## src/rtl/adc_host_pkg.sv

```systemverilog
`timescale 1ns/1ps
package adc_host_pkg;

    localparam int CHAN_W     = 4;
    localparam int LEN_CODE_W = 2;
    localparam int CTRL_W     = 8;
    localparam int RES_W      = 16;
    localparam int BIT_CNT_W  = $clog2(RES_W + 1);
    localparam int CTRL_PAD_W = CTRL_W - CHAN_W - LEN_CODE_W;

    typedef enum logic [2:0] {
        ST_IDLE,
        ST_LEAD,
        ST_CLK_HI,
        ST_CLK_LO,
        ST_CONV_LO,
        ST_CONV_HI
    } host_state_e;

    // Number of serial clocks a length code asks for.
    function automatic logic [BIT_CNT_W-1:0] burst_bits(input logic [LEN_CODE_W-1:0] code);
        logic [BIT_CNT_W-1:0] n;
        case (code)
            2'd0:    n = BIT_CNT_W'(8);
            2'd1:    n = BIT_CNT_W'(12);
            default: n = BIT_CNT_W'(16);
        endcase
        return n;
    endfunction

    // Control word: channel in the top nibble, length code below it, padding zeros.
    function automatic logic [CTRL_W-1:0] make_ctrl(input logic [CHAN_W-1:0] chan,
                                                    input logic [LEN_CODE_W-1:0] code);
        return {chan, code, {CTRL_PAD_W{1'b0}}};
    endfunction

endpackage

```

## src/rtl/adc_host_sync.sv

```systemverilog
`timescale 1ns/1ps
module adc_host_sync #(
    parameter int   STAGES  = 2,
    parameter logic RST_VAL = 1'b1
) (
    input  logic clk,
    input  logic rst_n,
    input  logic d,
    output logic q
);
    logic [STAGES-1:0] chain;

    always_ff @(posedge clk or negedge rst_n) begin
        if (!rst_n) begin
            chain <= {STAGES{RST_VAL}};
        end else begin
            chain <= {chain[STAGES-2:0], d};
        end
    end

    assign q = chain[STAGES-1];
endmodule

```

## src/rtl/adc_host_shifter.sv

```systemverilog
`timescale 1ns/1ps
module adc_host_shifter #(
    parameter int TX_W = 8,
    parameter int RX_W = 16
) (
    input  logic            clk,
    input  logic            rst_n,
    input  logic            load,
    input  logic [TX_W-1:0] load_word,
    input  logic            tx_shift,
    input  logic            rx_sample,
    input  logic            rx_bit,
    output logic            tx_msb,
    output logic [RX_W-1:0] rx_word
);
    logic [TX_W-1:0] tx_q;
    logic [RX_W-1:0] rx_q;

    always_ff @(posedge clk or negedge rst_n) begin
        if (!rst_n) begin
            tx_q <= '0;
            rx_q <= '0;
        end else if (load) begin
            tx_q <= load_word;
            rx_q <= '0;
        end else begin
            if (tx_shift) begin
                tx_q <= {tx_q[TX_W-2:0], 1'b0};
            end
            if (rx_sample) begin
                rx_q <= {rx_q[RX_W-2:0], rx_bit};
            end
        end
    end

    assign tx_msb  = tx_q[TX_W-1];
    assign rx_word = rx_q;
endmodule

```

## src/rtl/adc_host_wdog.sv

```systemverilog
`timescale 1ns/1ps
module adc_host_wdog #(
    parameter int CNT_W = 16
) (
    input  logic             clk,
    input  logic             rst_n,
    input  logic             run,
    input  logic [CNT_W-1:0] limit,
    output logic             expired
);
    localparam logic [CNT_W-1:0] CNT_MAX = {CNT_W{1'b1}};

    logic [CNT_W-1:0] cnt_q;

    always_ff @(posedge clk or negedge rst_n) begin
        if (!rst_n) begin
            cnt_q <= '0;
        end else if (!run) begin
            cnt_q <= '0;
        end else if (cnt_q != CNT_MAX) begin
            cnt_q <= cnt_q + 1'b1;
        end
    end

    assign expired = run && (cnt_q >= limit);
endmodule

```

## src/rtl/adc_serial_host.sv

```systemverilog
`timescale 1ns/1ps
module adc_serial_host
    import adc_host_pkg::*;
#(
    parameter int DIV_W       = 8,
    parameter int TO_W        = 16,
    parameter int SYNC_STAGES = 2
) (
    input  logic              clk,
    input  logic              rst_n,
    input  logic              start,
    input  logic [CHAN_W-1:0] req_chan,
    input  logic [1:0]        req_len,
    input  logic [DIV_W-1:0]  half_cycles,
    input  logic [TO_W-1:0]   timeout_lim,
    output logic              ready,
    output logic              adc_cs_n,
    output logic              adc_clk,
    output logic              adc_din,
    input  logic              adc_dout,
    input  logic              adc_eoc,
    output logic              res_valid,
    output logic [RES_W-1:0]  res_data,
    output logic [CHAN_W-1:0] res_chan,
    output logic              timeout_err
);
    localparam logic [DIV_W-1:0] DIV_ONE = DIV_W'(1);

    host_state_e state_q, state_d;

    logic [DIV_W-1:0]     div_cnt, half_q, half_eff;
    logic [BIT_CNT_W-1:0] bit_cnt, len_q;
    logic [CHAN_W-1:0]    chan_q, tag_q;
    logic                 have_prev, err_q;
    logic                 eoc_s, div_done, accept;
    logic                 enter_hi, enter_lo, burst_end;
    logic                 wd_run, wd_expired, timed_out;
    logic                 tx_msb;
    logic [RES_W-1:0]     rx_word;
    logic                 cs_n_q, sclk_q, res_valid_q;
    logic [RES_W-1:0]     res_data_q;
    logic [CHAN_W-1:0]    res_chan_q;

    adc_host_sync #(
        .STAGES  (SYNC_STAGES),
        .RST_VAL (1'b1)
    ) u_eoc_sync (
        .clk   (clk),
        .rst_n (rst_n),
        .d     (adc_eoc),
        .q     (eoc_s)
    );

    adc_host_shifter #(
        .TX_W (CTRL_W),
        .RX_W (RES_W)
    ) u_shifter (
        .clk       (clk),
        .rst_n     (rst_n),
        .load      (accept),
        .load_word (make_ctrl(req_chan, req_len)),
        .tx_shift  (enter_lo),
        .rx_sample (enter_hi),
        .rx_bit    (adc_dout),
        .tx_msb    (tx_msb),
        .rx_word   (rx_word)
    );

    adc_host_wdog #(
        .CNT_W (TO_W)
    ) u_wdog (
        .clk     (clk),
        .rst_n   (rst_n),
        .run     (wd_run),
        .limit   (timeout_lim),
        .expired (wd_expired)
    );

    // Decoded events.
    assign half_eff  = (half_cycles == '0) ? DIV_ONE : half_cycles;
    assign div_done  = (div_cnt == half_q - DIV_ONE);
    assign accept    = (state_q == ST_IDLE) && start;
    assign enter_hi  = (state_q != ST_CLK_HI) && (state_d == ST_CLK_HI);
    assign enter_lo  = (state_q == ST_CLK_HI) && (state_d == ST_CLK_LO);
    assign burst_end = (state_q == ST_CLK_LO) && (state_d == ST_CONV_LO);
    assign wd_run    = (state_q == ST_CONV_LO) || (state_q == ST_CONV_HI);
    assign timed_out = wd_run && wd_expired && !((state_q == ST_CONV_HI) && eoc_s);

    // Next-state logic.
    always_comb begin
        state_d = state_q;
        unique case (state_q)
            ST_IDLE: begin
                if (start) state_d = ST_LEAD;
            end
            ST_LEAD: begin
                if (div_done) state_d = ST_CLK_HI;
            end
            ST_CLK_HI: begin
                if (div_done) state_d = ST_CLK_LO;
            end
            ST_CLK_LO: begin
                if (div_done) state_d = (bit_cnt == len_q) ? ST_CONV_LO : ST_CLK_HI;
            end
            ST_CONV_LO: begin
                if (wd_expired)  state_d = ST_IDLE;
                else if (!eoc_s) state_d = ST_CONV_HI;
            end
            ST_CONV_HI: begin
                if (eoc_s)           state_d = ST_IDLE;
                else if (wd_expired) state_d = ST_IDLE;
            end
            default: state_d = ST_IDLE;
        endcase
    end

    // State register.
    always_ff @(posedge clk or negedge rst_n) begin
        if (!rst_n) begin
            state_q <= ST_IDLE;
        end else begin
            state_q <= state_d;
        end
    end

    // Divider, bit counter, request and tag registers.
    always_ff @(posedge clk or negedge rst_n) begin
        if (!rst_n) begin
            div_cnt   <= '0;
            half_q    <= DIV_ONE;
            bit_cnt   <= '0;
            len_q     <= burst_bits(2'd0);
            chan_q    <= '0;
            tag_q     <= '0;
            have_prev <= 1'b0;
            err_q     <= 1'b0;
        end else begin
            if ((state_q == ST_IDLE) || (state_d != state_q)) begin
                div_cnt <= '0;
            end else begin
                div_cnt <= div_cnt + DIV_ONE;
            end
            if (accept) begin
                half_q  <= half_eff;
                len_q   <= burst_bits(req_len);
                chan_q  <= req_chan;
                bit_cnt <= '0;
                err_q   <= 1'b0;
            end
            if (enter_hi) begin
                bit_cnt <= bit_cnt + 1'b1;
            end
            if (burst_end) begin
                tag_q     <= chan_q;
                have_prev <= 1'b1;
            end
            if (timed_out) begin
                err_q <= 1'b1;
            end
        end
    end

    // Registered outputs, decoded from the next state.
    always_ff @(posedge clk or negedge rst_n) begin
        if (!rst_n) begin
            cs_n_q      <= 1'b1;
            sclk_q      <= 1'b0;
            res_valid_q <= 1'b0;
            res_data_q  <= '0;
            res_chan_q  <= '0;
        end else begin
            cs_n_q      <= !((state_d == ST_LEAD) || (state_d == ST_CLK_HI) ||
                             (state_d == ST_CLK_LO));
            sclk_q      <= (state_d == ST_CLK_HI);
            res_valid_q <= burst_end && have_prev;
            if (burst_end) begin
                res_data_q <= rx_word;
                res_chan_q <= tag_q;
            end
        end
    end

    assign ready       = (state_q == ST_IDLE);
    assign adc_cs_n    = cs_n_q;
    assign adc_clk     = sclk_q;
    assign adc_din     = tx_msb;
    assign res_valid   = res_valid_q;
    assign res_data    = res_data_q;
    assign res_chan    = res_chan_q;
    assign timeout_err = err_q;
endmodule

```

## config.mk

```make
export PLATFORM = sky130hd
export DESIGN_NAME = adc_serial_host
export DESIGN_NICKNAME = d
export VERILOG_FILES = /design/src/rtl/adc_host_pkg.sv /design/src/rtl/adc_host_sync.sv /design/src/rtl/adc_host_shifter.sv /design/src/rtl/adc_host_wdog.sv /design/src/rtl/adc_serial_host.sv
export SDC_FILE = /design/constraint.sdc
export NUM_CORES = 1
export LEC_CHECK = 0
export BUFFER_PORTS_ARGS = -buffer_cell sky130_fd_sc_hd__clkbuf_2
export CAP_MARGIN = 20
export CORE_UTILIZATION = 45
export DETAILED_ROUTE_END_ITERATION = 8
export PLACE_DENSITY_LB_ADDON = 0.12
export SLEW_MARGIN = 0
export SYNTH_ARGS = -nofsm -noshare
export SYNTH_HDL_FRONTEND = slang
export SYNTH_SLANG_ARGS = --single-unit
```

## constraint.sdc

```tcl
create_clock -name clk -period 3.3 [get_ports clk]
set_input_delay 0.165 -clock clk [delete_from_list [all_inputs] [get_ports clk]]
set_output_delay 0.165 -clock clk [all_outputs]
set_load 0.01 [all_outputs]
```

### Word level (Yosys, flattened, before mapping)

Cells that the tools add are included.

| cells by class | value |
|---|---|
| $add $sub $neg | 4 |
| mux-type cells | 23 |
| $lt $le $gt $ge | 1 |
| eq/ne operators | 16 |
| reductions and logical operators | 21 |

Operators by type and width:

| operator | number |
|---|---|
| 2-to-1 mux 16 bit | 4 |
| 2-to-1 mux 8 bit | 4 |
| 2-to-1 mux 3 bit | 9 |
| case mux 3 bit (6 select lines) | 1 |
| adder 16 x 1 -> 16 bit, second input constant | 1 |
| >= comparator 16 bit | 1 |
| inequality test 16 bit, second input constant | 1 |
| equality test 3 x 2 -> 1 bit, second input constant | 4 |
| 2-to-1 mux 5 bit | 2 |
| case mux 5 bit (2 select lines) | 1 |
| equality test 3 bit, second input constant | 3 |
| logical AND 1 bit | 9 |
| adder 8 x 1 -> 8 bit, second input constant | 1 |
| equality test 8 bit | 1 |
| logical NOT 8 bit | 1 |
| subtractor 8 x 1 -> 8 bit, second input constant | 1 |
| equality test 3 x 1 -> 1 bit, second input constant | 2 |
| nonzero test 2 bit | 3 |
| adder 5 x 1 -> 5 bit, second input constant | 1 |
| equality test 5 bit | 1 |
| logical OR 1 bit | 4 |
| logical NOT 3 bit | 1 |
| inequality test 3 x 2 -> 1 bit, second input constant | 1 |
| inequality test 3 bit | 1 |
| 5 further kinds | 7 |

| storage, ports and cells | value |
|---|---|
| word-level logic and storage cells | 83 |
| output and inout port bits | 26 |
| input bits | 35 |
| bits in registers | 104 |

### Depth between registers and ports, before layout

Gate-level depths: netlist of run 1.

| depth | value |
|---|---|
| depth after elaboration | 10 |
| depth in mapped cells | 11 |
| gate-level depth less buffers | 10 |

### Cells and area by module

From an unflattened synthesis of run 1, not the netlist that was laid out.

| second synthesis, totals | value |
|---|---|
| cell total of the unflattened synthesis | 487 |
| area total of the unflattened synthesis | 5,122.4 um^2 |

By module, submodules not included:

| module | area each (um^2) | times used | seq. area each (um^2) | cells each |
|---|---|---|---|---|
| adc_serial_host | 2,808.9 | 1 | 1,505.2 | 259 |
| adc_host_wdog | 1,241.2 | 1 | 400.4 | 140 |
| adc_host_shifter | 1,019.7 | 1 | 600.6 | 86 |
| adc_host_sync | 52.6 | 1 | 52.6 | 2 |

### Worst setup path after synthesis of run 1

Ideal clock, no wire load.

| path | value |
|---|---|
| path type | register -> register |
| start | register half_q[0] |
| end | register div_cnt[2] |
| slack | 0.427 ns |
| data arrival time | 2.801 ns |
| period minus slack after synthesis | 2.873 ns |
| cell stages (with the launch flop) | 10 |
| setup time | 0.072 ns |
| path through | dfstp_2 > inv_1 > ha_1 > or3_4 > a31oi_4 > o211ai_4 > o211a_1 > or4_4 > o31a_4 > nor2_1 |

| on the way | value |
|---|---|
| longest elaborated chain between the ends | 7 |

RTL lines:

| item | line | RTL |
|---|---|---|
| start, declared | adc_serial_host.sv:31 | `logic [DIV_W-1:0] div_cnt, half_q, half_eff;` |
| start signal, assigned | adc_serial_host.sv:144 | `half_q <= half_eff;` |
| subtractor 8 x 1 -> 8 bit (*) | adc_serial_host.sv:81 | `assign div_done = (div_cnt == half_q - DIV_ONE);` |
| equality test 8 bit (*) | adc_serial_host.sv:81 |  |
| 2-to-1 mux 3 bit (on tied branches) | adc_serial_host.sv:103, adc_serial_host.sv:97, adc_serial_host.sv:100 |  |
| case mux 3 bit (6 select lines) (*) | adc_serial_host.sv:92 | `unique case (state_q)` |
| via state_d[0] | adc_serial_host.sv:29 | `host_state_e state_q, state_d;` |
| inequality test 3 bit (*) | adc_serial_host.sv:138 | `if ((state_q == ST_IDLE) \|\| (state_d != state_q)) begin` |
| logical OR 1 bit (*) | adc_serial_host.sv:138 |  |
| 2-to-1 mux 8 bit (*) | adc_serial_host.sv:138 |  |
| end signal, assigned | adc_serial_host.sv:141 | `div_cnt <= div_cnt + DIV_ONE;` |
| end, declared | adc_serial_host.sv:31 |  |

Mark *: on every way through the listed nets, which the timed path passes. The rest lies on a longest branch.
A chain may end at the register's enable or synchronous reset.

### Worst setup path in the final report of run 1

| path | value |
|---|---|
| start | register half_q[0] |
| end | register div_cnt[5] |

The elaborated chain is that of the path after synthesis.

==> reports/metrics.csv, run 1 <==
metric;value;unit
synth_area_per_cell;10.32;um^2
fin_crit_sh;92.08;%
power.leakage;2.741;nW
muxShareOfSynthArea;6.966;%
fin_nets;603;
use_met2;28.53;%
skew;0.01785;ns
path_class;register to register;
synth_flop_cell;dfrtp_1;
gp_congestion;0.8149;
ir_drop;0.0003661;V
cts_root_buf;clkbuf_8;
hp-class;input pin to register;
die_x;106.4;um
drtIter0Drc;133;
core;0.01046;mm^2
holdBufCountCts;10;
hold_violations;0;
grt_pass1_wl;15.95;mm
wirelength;9.008;mm
synth-simple-area-share;18.73;%
initial_core_util;46.87;%
drt.antenna.violating_nets;0;
start_kind;register;
status;complete, no violations;
die_y;106.4;um
post-route-util;53.83;%
multiInputGateArea;0.002213;mm^2
first_global_vias;3423;
cts_buffer_depth;2;
dp_hpwl;6.313;mm
cts.clk_slew.worst_paths;0.10;ns
synth_area;0.004903;mm^2
ys_types;58;
overflow;0;
worstMarginPinSlew;0.9496;ns
grt_start_max_net_pins;77;
max_freq;0.3291;GHz
crit_arrival;3.34;ns
critPathRequiredTime;3.60;ns
layout_commonest_cell;dfrtp_1;
period_minus_slack;3.039;ns
yosysSeqAreaShare;51.16;%
relSlewSlack;36.69;%
dr_total_vias;3458;
whs_path_depth;3;
worstHoldStart;half_cycles[7];
slowest_stage;dfstp_2;
crit_cells;9;
syn_inst;475;
synth_fa_ha_area_share;5.359;%
rsz0062_at_grt;false;
area.growth.synth_to_final;14.85;%
endpoint_kind;register;
tritoncts;yes;
synth_top_family_by_area;simple AND/OR/NAND/NOR gates;
r2r_cells;9;
setup_viol;0;
yosysWarningCount;0;
powerDensity;662.1;mW/mm^2
io_pins;61;
async_reset_ff_share;100.0;%
layout-drive-gt1-share;24.09;%
worst_path_largest_cell_delay;0.57;ns
via_per_inst;5.026;
crit_start;half_q[0];
seq_area;0.002509;mm^2
slew_violations;0;
cts-resized-gates;0;
synth_edf_count;0;
crit_chain;inv_1, ha_1, or3_4, a31oi_4, o211ai_4, o211a_1, or4_4, o31a_4, nor2_1;
wire_per_inst;13.09;um
io_buffers;60;
fin_setup_tns;0;ns
synth_xor_area_share;5.537;%
clk_latency;0.37;ns
layout_common_cells;95 x dfrtp_1, 85 x nand2_1, 59 x clkbuf_2;
drv_cap;0;
diodes;0;
drc;0;
syn-num-nets;531;
met1_usage;24.44;%
critical_path_peak_fanout;8;
grt_use_met3;3.556;%
crit_family;simple AND/OR/NAND/NOR gates;
die_area;0.01132;mm^2
crit_buf_inv;1;
fill_cells;968;
dr.pass1.iters;4;
antenna_found_initial;0;
busiest_layer;met2;
r2r_start;half_q[0];
synth-compound-area-share;8.421;%
rows;37;
h-tree-depth;3;
numCtsBuffers;9;
grtUsageTotal;17.83;%
ys_ff_latch;100;
cts.sinks;100;
post-cts-setup-buffers;0;
[cell families (layout without fill, tap and decap cells)]
kind of cell	Yosys count	after routing
AOI/OAI and AO/OA	60	60
and+or+nand+nor	190	190
muxes	31	31
xor gates and xnor gates	31	31
buffers and inverters	42	119
DFF	100	100
adders and majority gates	21	21
[area by class of cell]
type / instances / share of cell area [%]
Multi-Input combinational cell: 333 / 39.30
Timing Repair Buffer: 78 / 8.220
Clock inverter: 6 / 0.9776
Tap cell: 136 / 3.022
Sequential cell: 100 / 44.55
Inverter: 25 / 1.666
Clock buffer: 10 / 2.266
[metal layers]
metal	up-vias	share of wire (%)	routed length [um]
li1	1761	-	-
met1	1641	49	4446
met2	45	46	4177
met3	11	2.9	260
met4	0	1.4	123
met5	-	0	0
[power by group]
part           internal, mW  switching [mW]
sequential             1.58           0.281
clock                 0.289           0.452
combinational         0.545           0.583
[path summary, 6_finish.rpt]
kind                                          to  slack [ns]
max                                   div_cnt[5]        0.26
min                                    half_q[7]        0.01
min reg2reg                  u_eoc_sync.chain[1]        0.36
min in group asynchronous        u_wdog.cnt_q[8]        0.47
max in group asynchronous  u_shifter.rx_word[10]        2.04
max reg2reg                           div_cnt[5]        0.26
[cells in the mapped netlist (all sizes together) (2+ instances only)]
cell,count,area (um^2)
a21o,4,30.03
a21oi,7,35.03
a31oi,2,27.53
and3,9,57.56
and4,4,36.29
buf,4,35.03
clkbuf,13,58.80
dfrtp,95,2377
dfstp,5,131.4
ha,21,262.8
inv,25,93.84
mux2,25,281.5
mux2i,6,60.06
nand2,85,319.1
nand2b,2,12.51
nand3,22,110.1
nand3b,2,15.01
nand4,4,25.02
nor2,33,128.9
nor2b,4,27.53
nor3,10,55.05
nor3b,2,15.01
nor4,3,31.28
o211a,2,20.02
o211ai,3,36.28
o21ai,29,145.1
o31a,2,26.28
o31ai,3,22.52
or2,2,12.51
or4,3,26.27
xnor2,16,140.1
xor2,15,131.4
[through the flow]
step	hold slack, ns	area (um^2)	cells	worst slack (ns)	total power [mW]
global placement	0.2536	5349	662	0.3423	2.974
floorplan	-0.1306	4903	475	0.4275	2.698
detailed placement	0.2566	5349	662	0.2676	3.022
finish	0.01300	5632	688	0.2613	3.729
CTS	0.009123	5632	688	0.2464	3.779
global route	0.02302	5632	688	0.1278	4.017
[worst min-delay path, stage by stage]
cell and delay [ns]:
clkbuf_2 0.09, nand2_1 0.04, nand2_1 0.05
[state kept, by name (all words and copies together), names as in the netlist]
signal,flops
adc_clk,1
adc_cs_n,1
bit_cnt,5
chan_q,4
div_cnt,8
half_q,8
have_prev,1
len_q,3
res_chan,4
res_data,16
res_valid,1
state_q,3
tag_q,4
timeout_err,1
u_eoc_sync.chain,2
u_shifter.rx_word,16
u_shifter.tx_q,6
u_wdog.cnt_q,16
Power figures use the tool's default switching activity.
==> inputs of run 2 (changes only) <==
Settings changed: HOLD_SLACK_MARGIN set to 0.12, SLEW_MARGIN 0 to 20.
==> run 2 against run 1 <==
Effect of this change:
- combinational power barely moved
- utilization is 0.67 points higher
- maximum frequency hardly changed
- power up 0.22%
- setup slack is essentially flat
- critical path depth did not move
- die area did not move
- largest power group unchanged
- clock power about the same
- global-route usage is 0.32 points higher
==> reports/metrics.csv, run 2 (synthesis results as in run 1) <==
metric;value;unit
status;complete, no violations;
gp_congestion;0.8149;
rrSetupSlack;0.26;ns
powerDensity;655.5;mW/mm^2
area.growth.synth_to_final;16.28;%
rows;37;
cts-resized-gates;0;
cts_buffer_depth;2;
io_buffers;60;
finalPower;3.737;mW
path_class;register to register;
crit_path_end;div_cnt[2];
overflow;0;
cts.clk_slew.worst_paths;0.10;ns
clk_latency;0.37;ns
crit_arrival;3.34;ns
dr_total_vias;3503;
fin_setup_tns;0;ns
tritoncts;yes;
wirelength;9.153;mm
grtUsageTotal;18.15;%
period_minus_slack;3.039;ns
r2r_cells;9;
critPathRequiredTime;3.60;ns
io_pins;61;
drv_cap;0;
wl_met2;4.326;mm
hp-class;input pin to register;
start_kind;register;
endpoint_kind;register;
initial_core_util;46.87;%
diodes;0;
die_x;106.4;um
fin_nets;610;
grt_start_max_net_pins;77;
dp_hpwl;6.313;mm
die_area;0.01132;mm^2
grt_pass1_wl;16.22;mm
hold_violations;0;
crit_start;half_q[0];
pwr-share-seq;49.8;%
drt.antenna.violating_nets;0;
fin_crit_sh;92.09;%
power.internal;2.418;mW
via_per_inst;5.040;
whs_path_depth;5;
drt-met1-wl;4.403;mm
layout_common_cells;95 x dfrtp_1, 85 x nand2_1, 59 x clkbuf_2;
ir_drop;0.0003439;V
pwr-share-comb;30.4;%
p_clk_share;19.8;%
h-tree-depth;3;
worstMarginPinSlew;0.9515;ns
antenna_found_initial;0;
rr_endpoint;div_cnt[2];
power.leakage;2.770;nW
fill_cells;958;
critical_path_peak_fanout;8;
max_freq;0.3291;GHz
skew;0.01740;ns
setup_viol;0;
core;0.01046;mm^2
layout_commonest_cell;dfrtp_1;
r2r_start;half_q[0];
top_layer;met4;
drtIter0Drc;133;
wire_per_inst;13.17;um
drc;0;
rsz0062_at_grt;false;
first_global_vias;3489;
cts_root_buf;clkbuf_8;
switching_share;35.29;%
dr.pass1.iters;4;
slew_violations;0;
relSlewSlack;36.56;%
cts.sinks;100;
p_sw;1.319;mW
die_y;106.4;um
numCtsBuffers;9;
wl_met3;316;um
layout-drive-gt1-share;23.79;%
## run 2: changes by cell type in the layout (fill, tap and decap cells not counted), sizes merged
cell | before | now
dlygate4sd3 | 10 | 17
## run 2: worst max-delay path: stages (launching register included)
cell,delay [ns]
dfstp_2,0.57
inv_1,0.07
ha_1,0.27
or3_4,0.42
a31oi_4,0.22
o211ai_4,0.13
o211a_1,0.24
or4_4,0.54
o31a_4,0.40
nor2_1,0.11
## run 2: routing by layer
metal / track usage, % / vias up
li1: - / 1776
met2: 29.50 / 52
met3: 3.556 / 10
met5: 0 / -
met4: 5.357 / 0
met1: 24.55 / 1665
## run 2: worst min path at each step
stage / slack (ns) / to / from
after floorplan: -0.13 / adc_clk / rst_n
after global placement: 0.25 / u_eoc_sync.chain[0] / adc_eoc
after detailed placement: 0.26 / u_eoc_sync.chain[0] / adc_eoc
after CTS: 0.32 / chan_q[1] / start
after global routing: 0.34 / chan_q[0] / start
final: 0.33 / chan_q[1] / start
## run 2: stage by stage
stage	std cells	hold WS (ns)	cell area (um^2)	utilization (%)	worst slack, ns
floorplan	475	-0.1306	4903	-	0.4275
global placement	662	0.2536	5349	51.12	0.3423
detailed placement	662	0.2566	5349	51.12	0.2676
CTS	695	0.3207	5702	54.50	0.2464
global route	695	0.3425	5702	54.50	0.1278
finish	695	0.3261	5702	54.50	0.2611
## run 2: repair_timing
action / in CTS / in global routing
hold buffers: 17 / 0
endpoints found under the hold margin: 91 / 0
setup buffers: 0 / 0
## run 2: area by class of cell
type,instances,area (um^2),area share [%]
multi-input cells,333,2213,38.82
repair buffers,85,533.0,9.348
clock buffers,10,127.6,2.238
well taps,136,170.2,2.984
clock inverters,6,55.05,0.9655
inverters,25,93.84,1.646
flip-flops and latches,100,2509,44.00
## run 2: power by group through the flow
| stage | combinational [mW] | clock [mW] | sequential (mW) |
|---|---|---|---|
| floorplan | 0.866 | 0 | 1.83 |
| global placement | 1.10 | 0 | 1.87 |
| detailed placement | 1.14 | 0 | 1.89 |
| CTS | 1.15 | 0.767 | 1.86 |
| global route | 1.29 | 0.817 | 1.92 |
| finish | 1.14 | 0.741 | 1.86 |
==> inputs of run 3 (changes only) <==
Settings changed: MAX_ROUTING_LAYER set to met4.
Clock period 3.3 ns to 3.95 ns, I/O delays scaled along.
==> run 3 against run 2 <==
Effect of this change:
- clock skew is essentially flat
- clock power shrank 16%
- power down 16%
- critical endpoint is now div_cnt[7]
- highest routed layer unchanged
- sequential power shrank 17%
- largest cell class unchanged
- global-route usage down 0.26 points
- critical path depth did not move
- combinational power shrank 16%
- first-iteration DRC count is 15% lower
- critical path type unchanged
- wire length is 1.1% lower
- maximum frequency down 0.48%
==> reports/metrics.csv, run 3 (synthesis results as in run 1) <==
metric;value;unit
rrSetupSlack;0.90;ns
initial_core_util;46.87;%
wirelength;9.050;mm
r2r_cells;9;
dr_total_vias;3494;
dp_hpwl;6.269;mm
drc;0;
fin_setup_tns;0;ns
status;complete, no violations;
cts.sinks;100;
numCtsBuffers;9;
fin_crit_sh;77.30;%
layout_commonest_cell;dfrtp_1;
path_class;register to register;
max_freq;0.3275;GHz
fin_nets;608;
start_kind;register;
crit_arrival;3.35;ns
io_pins;61;
cts_buffer_depth;2;
worst_path_largest_cell_delay;0.57;ns
grt_start_max_net_pins;71;
hold_violations;0;
hp-class;register to register;
tritoncts;yes;
die_area;0.01132;mm^2
seq_area;0.002509;mm^2
clk_latency;0.37;ns
fill_cells;958;
setup_viol;0;
h-tree-depth;3;
post-route-util;54.44;%
core;0.01046;mm^2
period_minus_slack;3.053;ns
via_per_inst;5.042;
layout-drive-gt1-share;23.70;%
cts_root_buf;clkbuf_8;
crit_family;simple AND/OR/NAND/NOR gates;
cts-resized-gates;0;
grtUsageTotal;17.89;%
wire_per_inst;13.06;um
drt.antenna.violating_nets;0;
crit_cells;9;
crit_buf_inv;1;
slew_violations;0;
layout_common_cells;95 x dfrtp_1, 85 x nand2_1, 59 x clkbuf_2;
die_x;106.4;um
gp_congestion;0.8515;
slowest_stage;dfstp_2;
rsz0062_at_grt;false;
grt_pass1_wl;15.70;mm
ir_drop;0.0002797;V
skew;0.01763;ns
whs_path_depth;0;
antenna_found_initial;0;
post-cts-setup-buffers;0;
dr.pass1.iters;4;
crit_chain;inv_1, ha_1, or3_4, a31oi_4, o211ai_4, o211a_1, or4_4, o31a_4, nor2_1;
multiInputGateArea;0.002213;mm^2
io_buffers;60;
overflow;0;
die_y;106.4;um
critPathRequiredTime;4.24;ns
cts.clk_slew.worst_paths;0.10;ns
diodes;0;
power.leakage;2.765;nW
first_global_vias;3459;
drtIter0Drc;113;
critical_path_peak_fanout;8;
drv_cap;0;
endpoint_kind;register;
rows;37;
relSlewSlack;41.88;%
powerDensity;549.2;mW/mm^2
worstMarginPinSlew;0.8718;ns
area.growth.synth_to_final;16.15;%
finalPower;3.128;mW
run 3: cell count changes in the layout (fill, tap and decap cells not counted):
cell / delta
buf_4: -2
clkbuf_1: -1
clkinv_2: +1
clkinv_4: -1
clkinv_8: +1
run 3: path summary, 6_finish.rpt:
| path | from | end |
|---|---|---|
| worst max-delay path | half_q[0] | div_cnt[7] |
| max in group asynchronous | rst_n | res_data[14] |
| worst min register to register | u_eoc_sync.chain[0] | u_eoc_sync.chain[1] |
| worst min-delay path | u_eoc_sync.chain[0] | u_eoc_sync.chain[1] |
| min in group asynchronous | rst_n | res_data[9] |
| worst max register to register | half_q[0] | div_cnt[7] |
run 3: routing by layer:
metal / routed length (um) / GRT usage [%] / vias to the layer above
met2: 4290 / 28.62 / 56
li1: - / - / 1770
met4: 125 / 4.663 / 0
met1: 4351 / 23.24 / 1654
met5: 0 / - / -
met3: 282 / 3.679 / 14
run 3: worst register-to-register path, cell delays in order (launching register included):
cell,delay [ns]
dfstp_2,0.57
inv_1,0.07
ha_1,0.26
or3_4,0.41
a31oi_4,0.22
o211ai_4,0.14
o211a_1,0.25
or4_4,0.54
o31a_4,0.40
nor2_1,0.12
run 3: repair_timing:
item,in CTS,in global routing
endpoints found under the setup margin,0,0
hold endpoints to repair,85,0
hold buffers,17,0
run 3: layout make-up:
cell class	count	share of cell area, %
well taps	136	2.988
clock inverters	7	1.186
repair buffers	83	9.095
multi-input cells	333	38.86
flip-flops and latches	100	44.05
inverters	25	1.648
clock buffers	9	2.175
run 3: report_power, final:
part	total, mW	internal, mW	switching [mW]
sequential	1.55	1.32	0.232
clock	0.624	0.244	0.379
combinational	0.953	0.457	0.496
run 3: metrics by stage:
step                      hold slack (ns)  setup slack (ns)  cell area (um^2)  std cells
after floorplan                  -0.09809             1.077              4903        475
final                              0.3600            0.8966              5695        693
after global placement             0.2857            0.9883              5334        660
after global routing               0.3670            0.7723              5695        693
after detailed placement           0.2891            0.8984              5334        660
after CTS                          0.3612            0.8742              5695        693
